### src/rtl/refresh_pkg.sv
// Shared types for the refresh scheduler.
package refresh_pkg;

    // Job sequencer states
    typedef enum logic [1:0] {
        ST_IDLE = 2'd0,   // no job, processor runs
        ST_REQ  = 2'd1,   // stall requested, waiting for acknowledge
        ST_RUN  = 2'd2,   // strobe high on current row
        ST_GAP  = 2'd3    // one idle cycle between rows of a block job
    } ref_state_t;

endpackage

### src/rtl/refresh_timer.sv
// Interval timer: emits a one-cycle tick every DIST_CYC cycles (spread
// mode) or BURST_CYC cycles (block mode). Assumes both limits are >= 2.
// If the mode changes, the current count is compared against the new limit.
module refresh_timer #(
    parameter int TMR_W     = 24,
    parameter int DIST_CYC  = 781,
    parameter int BURST_CYC = 6400000
) (
    input  logic clk,
    input  logic rst_n,
    input  logic mode_burst,
    output logic tick
);
    localparam logic [TMR_W-1:0] DIST_LAST  = TMR_W'(DIST_CYC - 1);
    localparam logic [TMR_W-1:0] BURST_LAST = TMR_W'(BURST_CYC - 1);

    logic [TMR_W-1:0] cnt_q;
    logic [TMR_W-1:0] last;

    // Select the terminal count of the active mode
    always_comb begin
        last = mode_burst ? BURST_LAST : DIST_LAST;
        tick = (cnt_q >= last);
    end

    // Count up and reload to zero on each tick
    always_ff @(posedge clk) begin
        if (!rst_n)    cnt_q <= '0;
        else if (tick) cnt_q <= '0;
        else           cnt_q <= cnt_q + 1'b1;
    end
endmodule

### src/rtl/refresh_pending.sv
// Saturating queue of due jobs. A tick adds one and a take removes one.
// A tick that finds the queue full sets a sticky overflow flag.
// Assumes take is only raised while has_work is high.
module refresh_pending #(
    parameter int PEND_MAX = 3,
    parameter int PEND_W   = 2
) (
    input  logic clk,
    input  logic rst_n,
    input  logic tick,
    input  logic take,
    output logic has_work,
    output logic ovf
);
    localparam logic [PEND_W-1:0] FULL = PEND_W'(PEND_MAX);

    logic [PEND_W-1:0] cnt_q;

    // Expose whether any job is waiting
    always_comb has_work = (cnt_q != '0);

    // Update the count and the overflow flag
    always_ff @(posedge clk) begin
        if (!rst_n) begin
            cnt_q <= '0;
            ovf   <= 1'b0;
        end else begin
            case ({tick, take})
                2'b10: begin
                    if (cnt_q == FULL) ovf   <= 1'b1;
                    else               cnt_q <= cnt_q + 1'b1;
                end
                2'b01:   cnt_q <= cnt_q - 1'b1;
                default: cnt_q <= cnt_q;
            endcase
        end
    end
endmodule

### src/rtl/refresh_fsm.sv
// Job sequencer and row counter. It takes one job from the queue, requests
// a stall, waits for the acknowledge, and then strobes one row (spread
// mode) or ROWS rows (block mode) before releasing the stall.
module refresh_fsm
    import refresh_pkg::*;
#(
    parameter int ROWS          = 8192,
    parameter int ROW_W         = 13,
    parameter int STROBE_CYCLES = 4,
    parameter int STB_W         = 3
) (
    input  logic             clk,
    input  logic             rst_n,
    input  logic             mode_burst,
    input  logic             has_work,
    input  logic             stall_ack,
    output logic             take,
    output logic             stall_req,
    output logic             ref_strobe,
    output logic [ROW_W-1:0] ref_row
);
    localparam logic [ROW_W-1:0] ROW_LAST = ROW_W'(ROWS - 1);
    localparam logic [STB_W-1:0] STB_LAST = STB_W'(STROBE_CYCLES - 1);
    localparam logic [ROW_W:0]   ALL_ROWS = (ROW_W + 1)'(ROWS);

    ref_state_t       state_q;
    logic [STB_W-1:0] stb_q;
    logic [ROW_W:0]   left_q;
    logic [ROW_W-1:0] row_q;

    // Decode the outputs from the state
    always_comb begin
        take       = (state_q == ST_IDLE) && has_work;
        stall_req  = (state_q != ST_IDLE);
        ref_strobe = (state_q == ST_RUN);
        ref_row    = row_q;
    end

    // Step through request, strobe and gap, and advance the row counter
    always_ff @(posedge clk) begin
        if (!rst_n) begin
            state_q <= ST_IDLE;
            stb_q   <= '0;
            left_q  <= '0;
            row_q   <= '0;
        end else begin
            case (state_q)
                ST_IDLE: if (has_work) begin
                    state_q <= ST_REQ;
                    left_q  <= mode_burst ? ALL_ROWS : (ROW_W + 1)'(1);
                end
                ST_REQ: if (stall_ack) begin
                    state_q <= ST_RUN;
                    stb_q   <= '0;
                end
                ST_RUN: begin
                    if (stb_q == STB_LAST) begin
                        row_q   <= (row_q == ROW_LAST) ? '0 : row_q + 1'b1;
                        left_q  <= left_q - 1'b1;
                        state_q <= (left_q > (ROW_W + 1)'(1)) ? ST_GAP : ST_IDLE;
                    end else begin
                        stb_q <= stb_q + 1'b1;
                    end
                end
                default: begin
                    state_q <= ST_RUN;
                    stb_q   <= '0;
                end
            endcase
        end
    end
endmodule

### src/rtl/dram_refresh_sched.sv
// Top of the refresh scheduler. It derives the timer limits from the clock
// rate, the retention period and the row count, and wires the timer, the
// queue and the sequencer together. Assumes ROWS >= 2 and that
// CLK_HZ*PERIOD_US/1e6 is at least 2*ROWS.
module dram_refresh_sched #(
    parameter int CLK_HZ        = 100_000_000,
    parameter int PERIOD_US     = 64_000,
    parameter int ROWS          = 8192,
    parameter int STROBE_CYCLES = 4,
    parameter int PEND_MAX      = 3
) (
    input  logic                     clk,
    input  logic                     rst_n,
    input  logic                     mode_burst,
    input  logic                     stall_ack,
    output logic                     stall_req,
    output logic                     ref_strobe,
    output logic [$clog2(ROWS)-1:0]  ref_row,
    output logic                     pend_ovf
);
    localparam longint PERIOD_CYC = (longint'(CLK_HZ) * longint'(PERIOD_US)) / 64'd1_000_000;
    localparam int     BURST_CYC  = int'(PERIOD_CYC);
    localparam int     DIST_CYC   = BURST_CYC / ROWS;
    localparam int     TMR_W      = $clog2(BURST_CYC + 1);
    localparam int     ROW_W      = $clog2(ROWS);
    localparam int     PEND_W     = $clog2(PEND_MAX + 1);
    localparam int     STB_W      = $clog2(STROBE_CYCLES + 1);

    logic tick;
    logic take;
    logic has_work;

    refresh_timer #(
        .TMR_W(TMR_W), .DIST_CYC(DIST_CYC), .BURST_CYC(BURST_CYC)
    ) u_timer (
        .clk(clk), .rst_n(rst_n), .mode_burst(mode_burst), .tick(tick)
    );

    refresh_pending #(
        .PEND_MAX(PEND_MAX), .PEND_W(PEND_W)
    ) u_pend (
        .clk(clk), .rst_n(rst_n), .tick(tick), .take(take),
        .has_work(has_work), .ovf(pend_ovf)
    );

    refresh_fsm #(
        .ROWS(ROWS), .ROW_W(ROW_W), .STROBE_CYCLES(STROBE_CYCLES), .STB_W(STB_W)
    ) u_fsm (
        .clk(clk), .rst_n(rst_n), .mode_burst(mode_burst), .has_work(has_work),
        .stall_ack(stall_ack), .take(take), .stall_req(stall_req),
        .ref_strobe(ref_strobe), .ref_row(ref_row)
    );
endmodule

### config.mk
export PLATFORM = sky130hd
export DESIGN_NAME = dram_refresh_sched
export DESIGN_NICKNAME = d
export VERILOG_FILES = /design/src/rtl/refresh_pkg.sv /design/src/rtl/refresh_timer.sv /design/src/rtl/refresh_pending.sv /design/src/rtl/refresh_fsm.sv /design/src/rtl/dram_refresh_sched.sv
export SDC_FILE = /design/constraint.sdc
export NUM_CORES = 1
export LEC_CHECK = 0
export BUFFER_PORTS_ARGS = -buffer_cell sky130_fd_sc_hd__buf_2
export CORE_MARGIN = 4
export CORE_UTILIZATION = 50
export CTS_CLUSTER_SIZE = 30
export DETAILED_ROUTE_END_ITERATION = 8
export GPL_ROUTABILITY_DRIVEN = 0
export PLACE_DENSITY = 0.71
export RECOVER_POWER = 100
export SLEW_MARGIN = 15
export SYNTH_ARGS = -nofsm -noshare
export SYNTH_HDL_FRONTEND = slang
export SYNTH_SLANG_ARGS = --single-unit
### constraint.sdc
create_clock -name clk -period 2.5 [get_ports clk]
set_input_delay 0.625 -clock clk [delete_from_list [all_inputs] [get_ports clk]]
set_output_delay 0.625 -clock clk [all_outputs]
set_load 0.03 [all_outputs]
==> results of run 1 <==
==> cell usage after synthesis, types with 4 or more instances <==
cell type	count
nor4_1	5
xnor2_1	16
nor2_1	57
nand4_1	10
nand3_1	18
nor2b_1	8
dfxtp_1	58
and4_1	5
inv_1	9
a21o_1	4
clkbuf_1	6
a21oi_1	14
ha_1	18
xor2_1	25
a211oi_1	4
and3_1	5
nand2_1	28
nor3_1	15
and2_1	5
==> state kept, by name, summed over array words and instances (netlist names) <==
signal and flops:
u_fsm.left_q 14, u_fsm.ref_row 13, u_fsm.state_q 2, u_fsm.stb_q 3
u_pend.cnt_q 2, u_pend.ovf 1, u_timer.cnt_q 23
==> cell type report <==
type                       count  share of cell area (%)
sequential                    58                   34.13
inverter                       9                   1.103
clock inverter                 5                   2.280
multi-input combinational    270                   50.35
timing repair buffer          31                   5.112
tap                           72                   2.648
clock buffer                  11                   4.156
timing repair inverter         1                  0.2207
==> layer usage <==
layer	routed length (µm)	vias to the layer above	part of all wire [%]
li1	-	1270	-
met1	2714	1137	48
met2	2672	23	47
met3	199	8	3.5
met4	88	0	1.6
met5	0	-	0
==> critical path, stage by stage <==
cell and delay, ps:
buf_2 150, clkinvlp_4 160, buf_4 160, ha_1 280, and3_1 180, o211ai_1 110
a211oi_2 90, buf_4 140, nor3_4 270, a31oi_1 130, a311o_1 320
==> what timing repair did <==
item	CTS	global route
endpoints found under the hold margin	0	0
setup buffers	0	4
gates resized for setup	0	4
setup endpoints to repair	0	24
hold buffers	0	0
==> how the worst max path moves through the flow <==
stage | to | cells past startpoint
2_1_floorplan | u_pend.cnt_q[0]$_SDFFE_PN0P_ | 8
3_3_place_gp | u_pend.cnt_q[1]$_SDFFE_PN0P_ | 10
4_1_cts | u_pend.cnt_q[1]$_SDFFE_PN0P_ | 10
6_report | u_pend.cnt_q[1]$_SDFFE_PN0P_ | 11
5_1_grt | u_pend.cnt_q[1]$_SDFFE_PN0P_ | 11
3_5_place_dp | u_pend.cnt_q[1]$_SDFFE_PN0P_ | 10
==> cell families (layout without fill, tap and decap cells) <==
| kind of cell | Yosys count | after routing |
|---|---|---|
| AO/OA/AOI/OAI | 38 | 38 |
| XOR/XNOR | 41 | 41 |
| adder cells (fa/ha/maj) | 18 | 18 |
| buffers and inverters | 17 | 57 |
| flip-flops | 58 | 58 |
| multiplexers | 1 | 1 |
| AND/OR/NAND/NOR | 172 | 172 |
==> power breakdown <==
group	switching, mW	total, mW	internal [mW]
sequential	0.00556	0.934	0.928
combinational	0.0356	0.0622	0.0266
clock	0.359	0.944	0.585
total	0.400	1.94	1.54
==> out/results.txt, run 1 <==
CTS Buf Count -> 9
Post-Synth XOR/XNOR Area -> 12.16%
Crit Path Max Fanout -> 8
fin worst setup slack -> 83.63 ps
Tot Pwr -> 1.940 mW
Avg Cell Area, Syn -> 8.563 µm²
First-pass DRT Iterations -> 4
Reg2Reg Capture Point -> u_fsm.left_q[13]$_SDFFE_PN0P_
top_reg_cell synth -> dfxtp_1
Final setup viols -> 0
multiplexer share of the synthesized area -> 0.3388%
pin count of the biggest net entering global routing -> 24
met3 Use GR -> 5.340%
cell area after layout -> 3402 µm²
hold path depth -> 2
Area Overhead vs Synth -> 15.16%
Post-Synth Simple-Gate Area -> 29.82%
Post-Syn Area -> 2954 µm²
root buffer cell -> clkbuf_8
initial antenna violation count -> 0
run status -> finished clean
GR met2 Demand/Resource -> 26.05%
core area -> 5608 µm²
std cell rows -> 27
Port Buffers -> 19
# fillers -> 526
Distinct cells, synth -> 43
Pwr Density -> 570.3 nW/µm²
worst hold start -> u_fsm.left_q[4]$_SDFFE_PN0P_
Leakage -> 1.320 nW
fraction of layout cells with a size suffix above 1 -> 9.610%
1st-iter DRT viols -> 95
Reg2Reg Depth -> 6
Worst-path clk slew -> 70 ps
Initial Util -> 52.68%
top cells by area, synth -> dfxtp_1 39%, ha_1 7.6%, xor2_1 7.4%
Setup WS pre-CTS -> -257.3 ps
net count after synthesis -> 367
Period minus WS final -> 2416 ps
Final Non-Filler Cells -> 457
Async SR Flop Fraction -> 0%
post-route ant nets -> 0
Data arrival, critical path -> 2630 ps
Reg2Reg Launch Point -> u_fsm.left_q[5]$_SDFFE_PN0P_
Worst-Skew Late Latency -> 330 ps
most common cell after layout, fill and taps aside -> dfxtp_1
first-pass GRT wire length -> 9570 µm
Critical Path Sink Type -> flop
CTS H-Tree Depth -> 3
worst-margin pin slew -> 438.9 ps
DIE AREA -> 7202 µm²
chip width -> 84.87 µm
largest family of logic cells by synthesized area -> simple AND/OR/NAND/NOR gates
final setup TNS -> 0 ps
routed vias/inst -> 5.335
I/O Pins -> 20
GRT overflow -> 0
most used routing layer -> met2
Post-Route WL -> 5675 µm
Sink Count -> 58
Final HPWL DP -> 3986 µm
Post-DP Area -> 3174 µm²
Min Hold Slack -> 481.6 ps
hold endpoint -> u_fsm.left_q[4]$_SDFFE_PN0P_
FF-to-FF setup slack -> 320 ps
top cell type's share of synthesized area -> 39.31%
GR Layer Usage met1 -> 20.24%
crit path kind -> input port to flop
Max Slew Vio Count -> 0
fin util -> 60.66%
commonest non-fill, non-tap cells in the layout -> 58 x dfxtp_1, 57 x nor2_1, 28 x nand2_1
part of the cycle the worst path needs -> 96.65%
CTS tree -> built
routed len/inst -> 12.42 µm
Ys Warns -> 0
synthesized netlist cell count -> 345
worst path required time -> 2710 ps
Fin. Hold Viols -> 0
# diodes -> 0
nets -> 402
vias in the first global route -> 2176
die height -> 84.87 µm
largest area contributor in the netlist -> dfxtp_1
Worst Skew -> 9.127 ps
maximum VDD drop -> 0.0004388 V
total of max-cap violations -> 0
Register Area -> 1161 µm²
Post-synth EDFFs -> 0
Setup crit start kind -> input port
clk buf depth -> 2
total track usage -> 16.26%
Cells after DPL -> 436
max_slew headroom -> 70.47%
multi-input combinational cell area -> 1713 µm²
vias post-DR -> 2438
worst hold path class -> flop to flop
CP Launch Point -> mode_burst
adder-cell share of the synthesized area -> 7.624%
FF+latch count, synth -> 58
post-synthesis sequential area ratio -> 39.31%
fmax -> 413.8 MHz
DR DRC count -> 0
Compound-Gate Fraction of Synth Area -> 8.344%
Power figures use the tool's default switching activity.
==> run 2: changes to the inputs <==
- ABC_AREA: unset -> 1
- PLACE_DENSITY: 0.71 -> 0.7
==> run 2 against run 1 <==
- die area up 10%
- final cell count up 28%
- synthesized cell count up 37%
- power up 2.0%
- global-route usage up 2.3 points
- sequential cell count unchanged
- critical path depth down 1
- critical endpoint is now u_fsm.left_q[12]$_SDFFE_PN0P_
==> out/results.txt, run 2 <==
run status -> finished clean
largest area contributor in the netlist -> dfxtp_1
Data arrival, critical path -> 2420 ps (-210 ps)
Worst Skew -> 8.324 ps (-0.8029 ps)
vias post-DR -> 2971 (+22%)
worst-margin pin slew -> 626.9 ps (+188.0 ps)
Psw -> 0.4411 mW (+10%)
chip width -> 89 µm (+4.9%)
Initial Util -> 51.67% (-1.0 points)
Period minus WS final -> 2155 ps (-261.1 ps)
Post-Route WL -> 6603 µm (+16%)
CP Launch Point -> u_fsm.stb_q[0]$_SDFFE_PN0P_
clock share of power -> 49.8% (+1.1 points)
wl on met1 -> 3301 µm (+22%)
net count after synthesis -> 496 (+35%)
# diodes -> 0 (unchanged)
Reg power frac -> 47.1% (-1.0 points)
Area Overhead vs Synth -> 9.878%
I/O Pins -> 20 (unchanged)
Setup crit start kind -> flop
Reg2Reg Depth -> 10 (+4)
Final HPWL DP -> 4912 µm (+23%)
Combinational Power Share -> 3.1% (about the same)
final setup TNS -> 0 ps (unchanged)
most common cell after layout, fill and taps aside -> nand2_1
DIE AREA -> 7921 µm² (+10%)
# fillers -> 640 (+22%)
Sink Count -> 58 (unchanged)
hold path depth -> 2 (unchanged)
routed vias/inst -> 5.087 (-4.6%)
root buffer cell -> clkbuf_8
Pwr Density -> 549.2 nW/µm² (-3.7%)
post-route ant nets -> 0 (unchanged)
Ys Warns -> 0 (unchanged)
1st-iter DRT viols -> 148 (+56%)
crit path kind -> flop to flop
CTS H-Tree Depth -> 3 (unchanged)
Met2 Routed Length -> 2946 µm (+10%)
Async SR Flop Fraction -> 0% (unchanged)
worst hold path class -> flop to flop
part of the cycle the worst path needs -> 86.21% (-10 points)
sw frac -> 22.28% (+1.6 points)
DR top layer -> met4
std cell rows -> 29 (+7.4%)
Fin. Hold Viols -> 0 (unchanged)
first-pass GRT wire length -> 11730 µm (+23%)
top cells by area, synth -> dfxtp_1 35%, nand2_1 11%, nor2_1 8.5%
max_slew headroom -> 57.77% (-13 points)
Port Buffers -> 19 (unchanged)
First-pass DRT Iterations -> 4 (unchanged)
fmax -> 464.0 MHz (+12%)
routed len/inst -> 11.31 µm (-9.0%)
Min Hold Slack -> 458.1 ps (-23.55 ps)
vias in the first global route -> 2771 (+27%)
Max Slew Vio Count -> 0 (unchanged)
most frequent cells after synthesis -> 98 x nand2_1, 74 x nor2_1, 72 x inv_1
Crit Path Max Fanout -> 8 (unchanged)
metal3 WL -> 264 µm (+33%)
FF+latch count, synth -> 58 (unchanged)
crit path to -> u_fsm.left_q[12]$_SDFFE_PN0P_
Distinct cells, synth -> 38 (-12%)
post-CTS sizing -> 0 (unchanged)
Tot Pwr -> 1.980 mW (+2.0%)
CTS tree -> built
nets -> 524 (+30%)
DR DRC count -> 0 (unchanged)
Avg Cell Area, Syn -> 6.921 µm² (-19%)
Final Non-Filler Cells -> 584 (+28%)
core area -> 6350 µm² (+13%)
clk buf depth -> 2 (unchanged)
max FFs per register -> 23 (unchanged)
Final setup viols -> 0 (unchanged)
commonest non-fill, non-tap cells in the layout -> 99 x nand2_1, 75 x nor2_1, 73 x inv_1
post-synthesis sequential area ratio -> 35.39% (-3.9 points)
top_reg_cell synth -> dfxtp_1
Reg2Reg Launch Point -> u_fsm.stb_q[0]$_SDFFE_PN0P_
CTS Hold Bufs -> 0 (unchanged)
pin count of the biggest net entering global routing -> 24 (unchanged)
Reg2Reg Capture Point -> u_fsm.left_q[12]$_SDFFE_PN0P_
worst path required time -> 2770 ps (+60 ps)
Int Power -> 1.539 mW (about the same)
top-count cell post-synth -> nand2_1
Worst-path clk slew -> 80 ps (about the same)
Leakage -> 1.498 nW (+14%)
maximum VDD drop -> 0.0005753 V (+31%)
RSZ-0062 raised after global routing -> no
Post-synth EDFFs -> 0 (unchanged)
Post-Syn Area -> 3281 µm² (+11%)
setup bufs post-CTS -> 0 (unchanged)
Critical Path Sink Type -> flop
fraction of layout cells with a size suffix above 1 -> 6.312% (-3.3 points)
total track usage -> 18.59% (+2.3 points)
Cells after DPL -> 568 (+30%)
total of max-cap violations -> 0 (unchanged)
Worst-Skew Late Latency -> 330 ps (about the same)
die height -> 89 µm (+4.9%)
top cell type's share of synthesized area -> 35.39% (-3.9 points)
initial antenna violation count -> 0 (unchanged)
CTS Buf Count -> 9 (unchanged)
synthesized netlist cell count -> 474 (+37%)
GRT overflow -> 0 (unchanged)
Largest Register -> u_timer.cnt_q
FF-to-FF setup slack -> 340 ps (+20 ps)
## run 2: changes by cell type in the layout (fill, tap and decap cells not counted), moves of 7 or more
cell     previous run  this run
inv_1               8        73
nor2_1             57        75
o21ai_0             3        19
xor2_1             25        12
a21oi_1            14        32
buf_4              10         2
nand2_1            28        99
nor2b_1             8         1
xnor2_1            16         5
## run 2: cell type report
| cell class | instances | area, µm² | share of cell area, % |
|---|---|---|---|
| flip-flops and latches | 58 | 1161 | 32.21 |
| inverters | 74 | 277.8 | 7.706 |
| well taps | 77 | 96.34 | 2.673 |
| clock inverters | 6 | 90.09 | 2.499 |
| clock buffers | 10 | 137.6 | 3.818 |
| repair buffers | 22 | 92.59 | 2.569 |
| multi-input cells | 337 | 1749 | 48.52 |
## run 2: worst min-delay path by stage
| stage | startpoint | endpoint | slack (ps) |
|---|---|---|---|
| after global placement | u_pend.ovf$_SDFFE_PN0P_ | u_pend.ovf$_SDFFE_PN0P_ | 440 |
| after CTS | u_fsm.stb_q[2]$_SDFFE_PN0P_ | u_fsm.stb_q[2]$_SDFFE_PN0P_ | 470 |
| final | u_fsm.stb_q[2]$_SDFFE_PN0P_ | u_fsm.stb_q[2]$_SDFFE_PN0P_ | 460 |
| after global routing | u_fsm.stb_q[2]$_SDFFE_PN0P_ | u_fsm.stb_q[2]$_SDFFE_PN0P_ | 480 |
| after floorplan | u_timer.cnt_q[0]$_SDFF_PP0_ | u_timer.cnt_q[0]$_SDFF_PP0_ | 430 |
| after detailed placement | u_timer.cnt_q[0]$_SDFF_PP0_ | u_timer.cnt_q[0]$_SDFF_PP0_ | 450 |
## run 2: critical path, stage by stage, from the launching register on
cell and delay, ps:
dfxtp_1 370, ha_1 160, ha_1 170, nand2_1 150, nand2_1 250, inv_1 170
nor3_1 340, nand2_1 170, nor2_1 110, o21ai_0 80, nor2_1 100
## run 2: power by group through the flow
stage | registers, mW | clock network [mW] | logic, mW
6_report | 0.932 | 0.986 | 0.0612
5_1_grt | 0.933 | 1.06 | 0.0725
4_1_cts | 0.932 | 1.00 | 0.0632
3_5_place_dp | 0.954 | 0 | 0.0625
3_3_place_gp | 0.953 | 0 | 0.0605
2_1_floorplan | 0.952 | 0 | 0.0510
## run 2: metrics by stage
| stage | utilization (%) | instance area [µm²] | setup slack, ps |
|---|---|---|---|
| finish | 56.77 | 3605 | 344.7 |
| global route | 56.77 | 3605 | 52.44 |
| CTS | 57.97 | 3681 | 323.9 |
| detailed placement | 54.38 | 3453 | -37.47 |
| global placement | 54.38 | 3453 | 26.06 |
| floorplan | - | 3281 | 222.6 |
## run 2: layer usage
layer  global-route usage, %  up-vias
met5                       0        -
met4                   6.766        0
met3                   3.871       10
met2                   29.22       47
met1                   25.27     1332
li1                        -     1582
## run 2: cells by family after synthesis
logic type	after synthesis	share of synthesized area, %
AND/OR/NAND/NOR	239	32.04
buffers and inverters	79	9.726
AO/OA/AOI/OAI	63	11.44
flip-flops	58	35.39
adder cells (fa/ha/maj)	18	6.865
XOR/XNOR	17	4.538
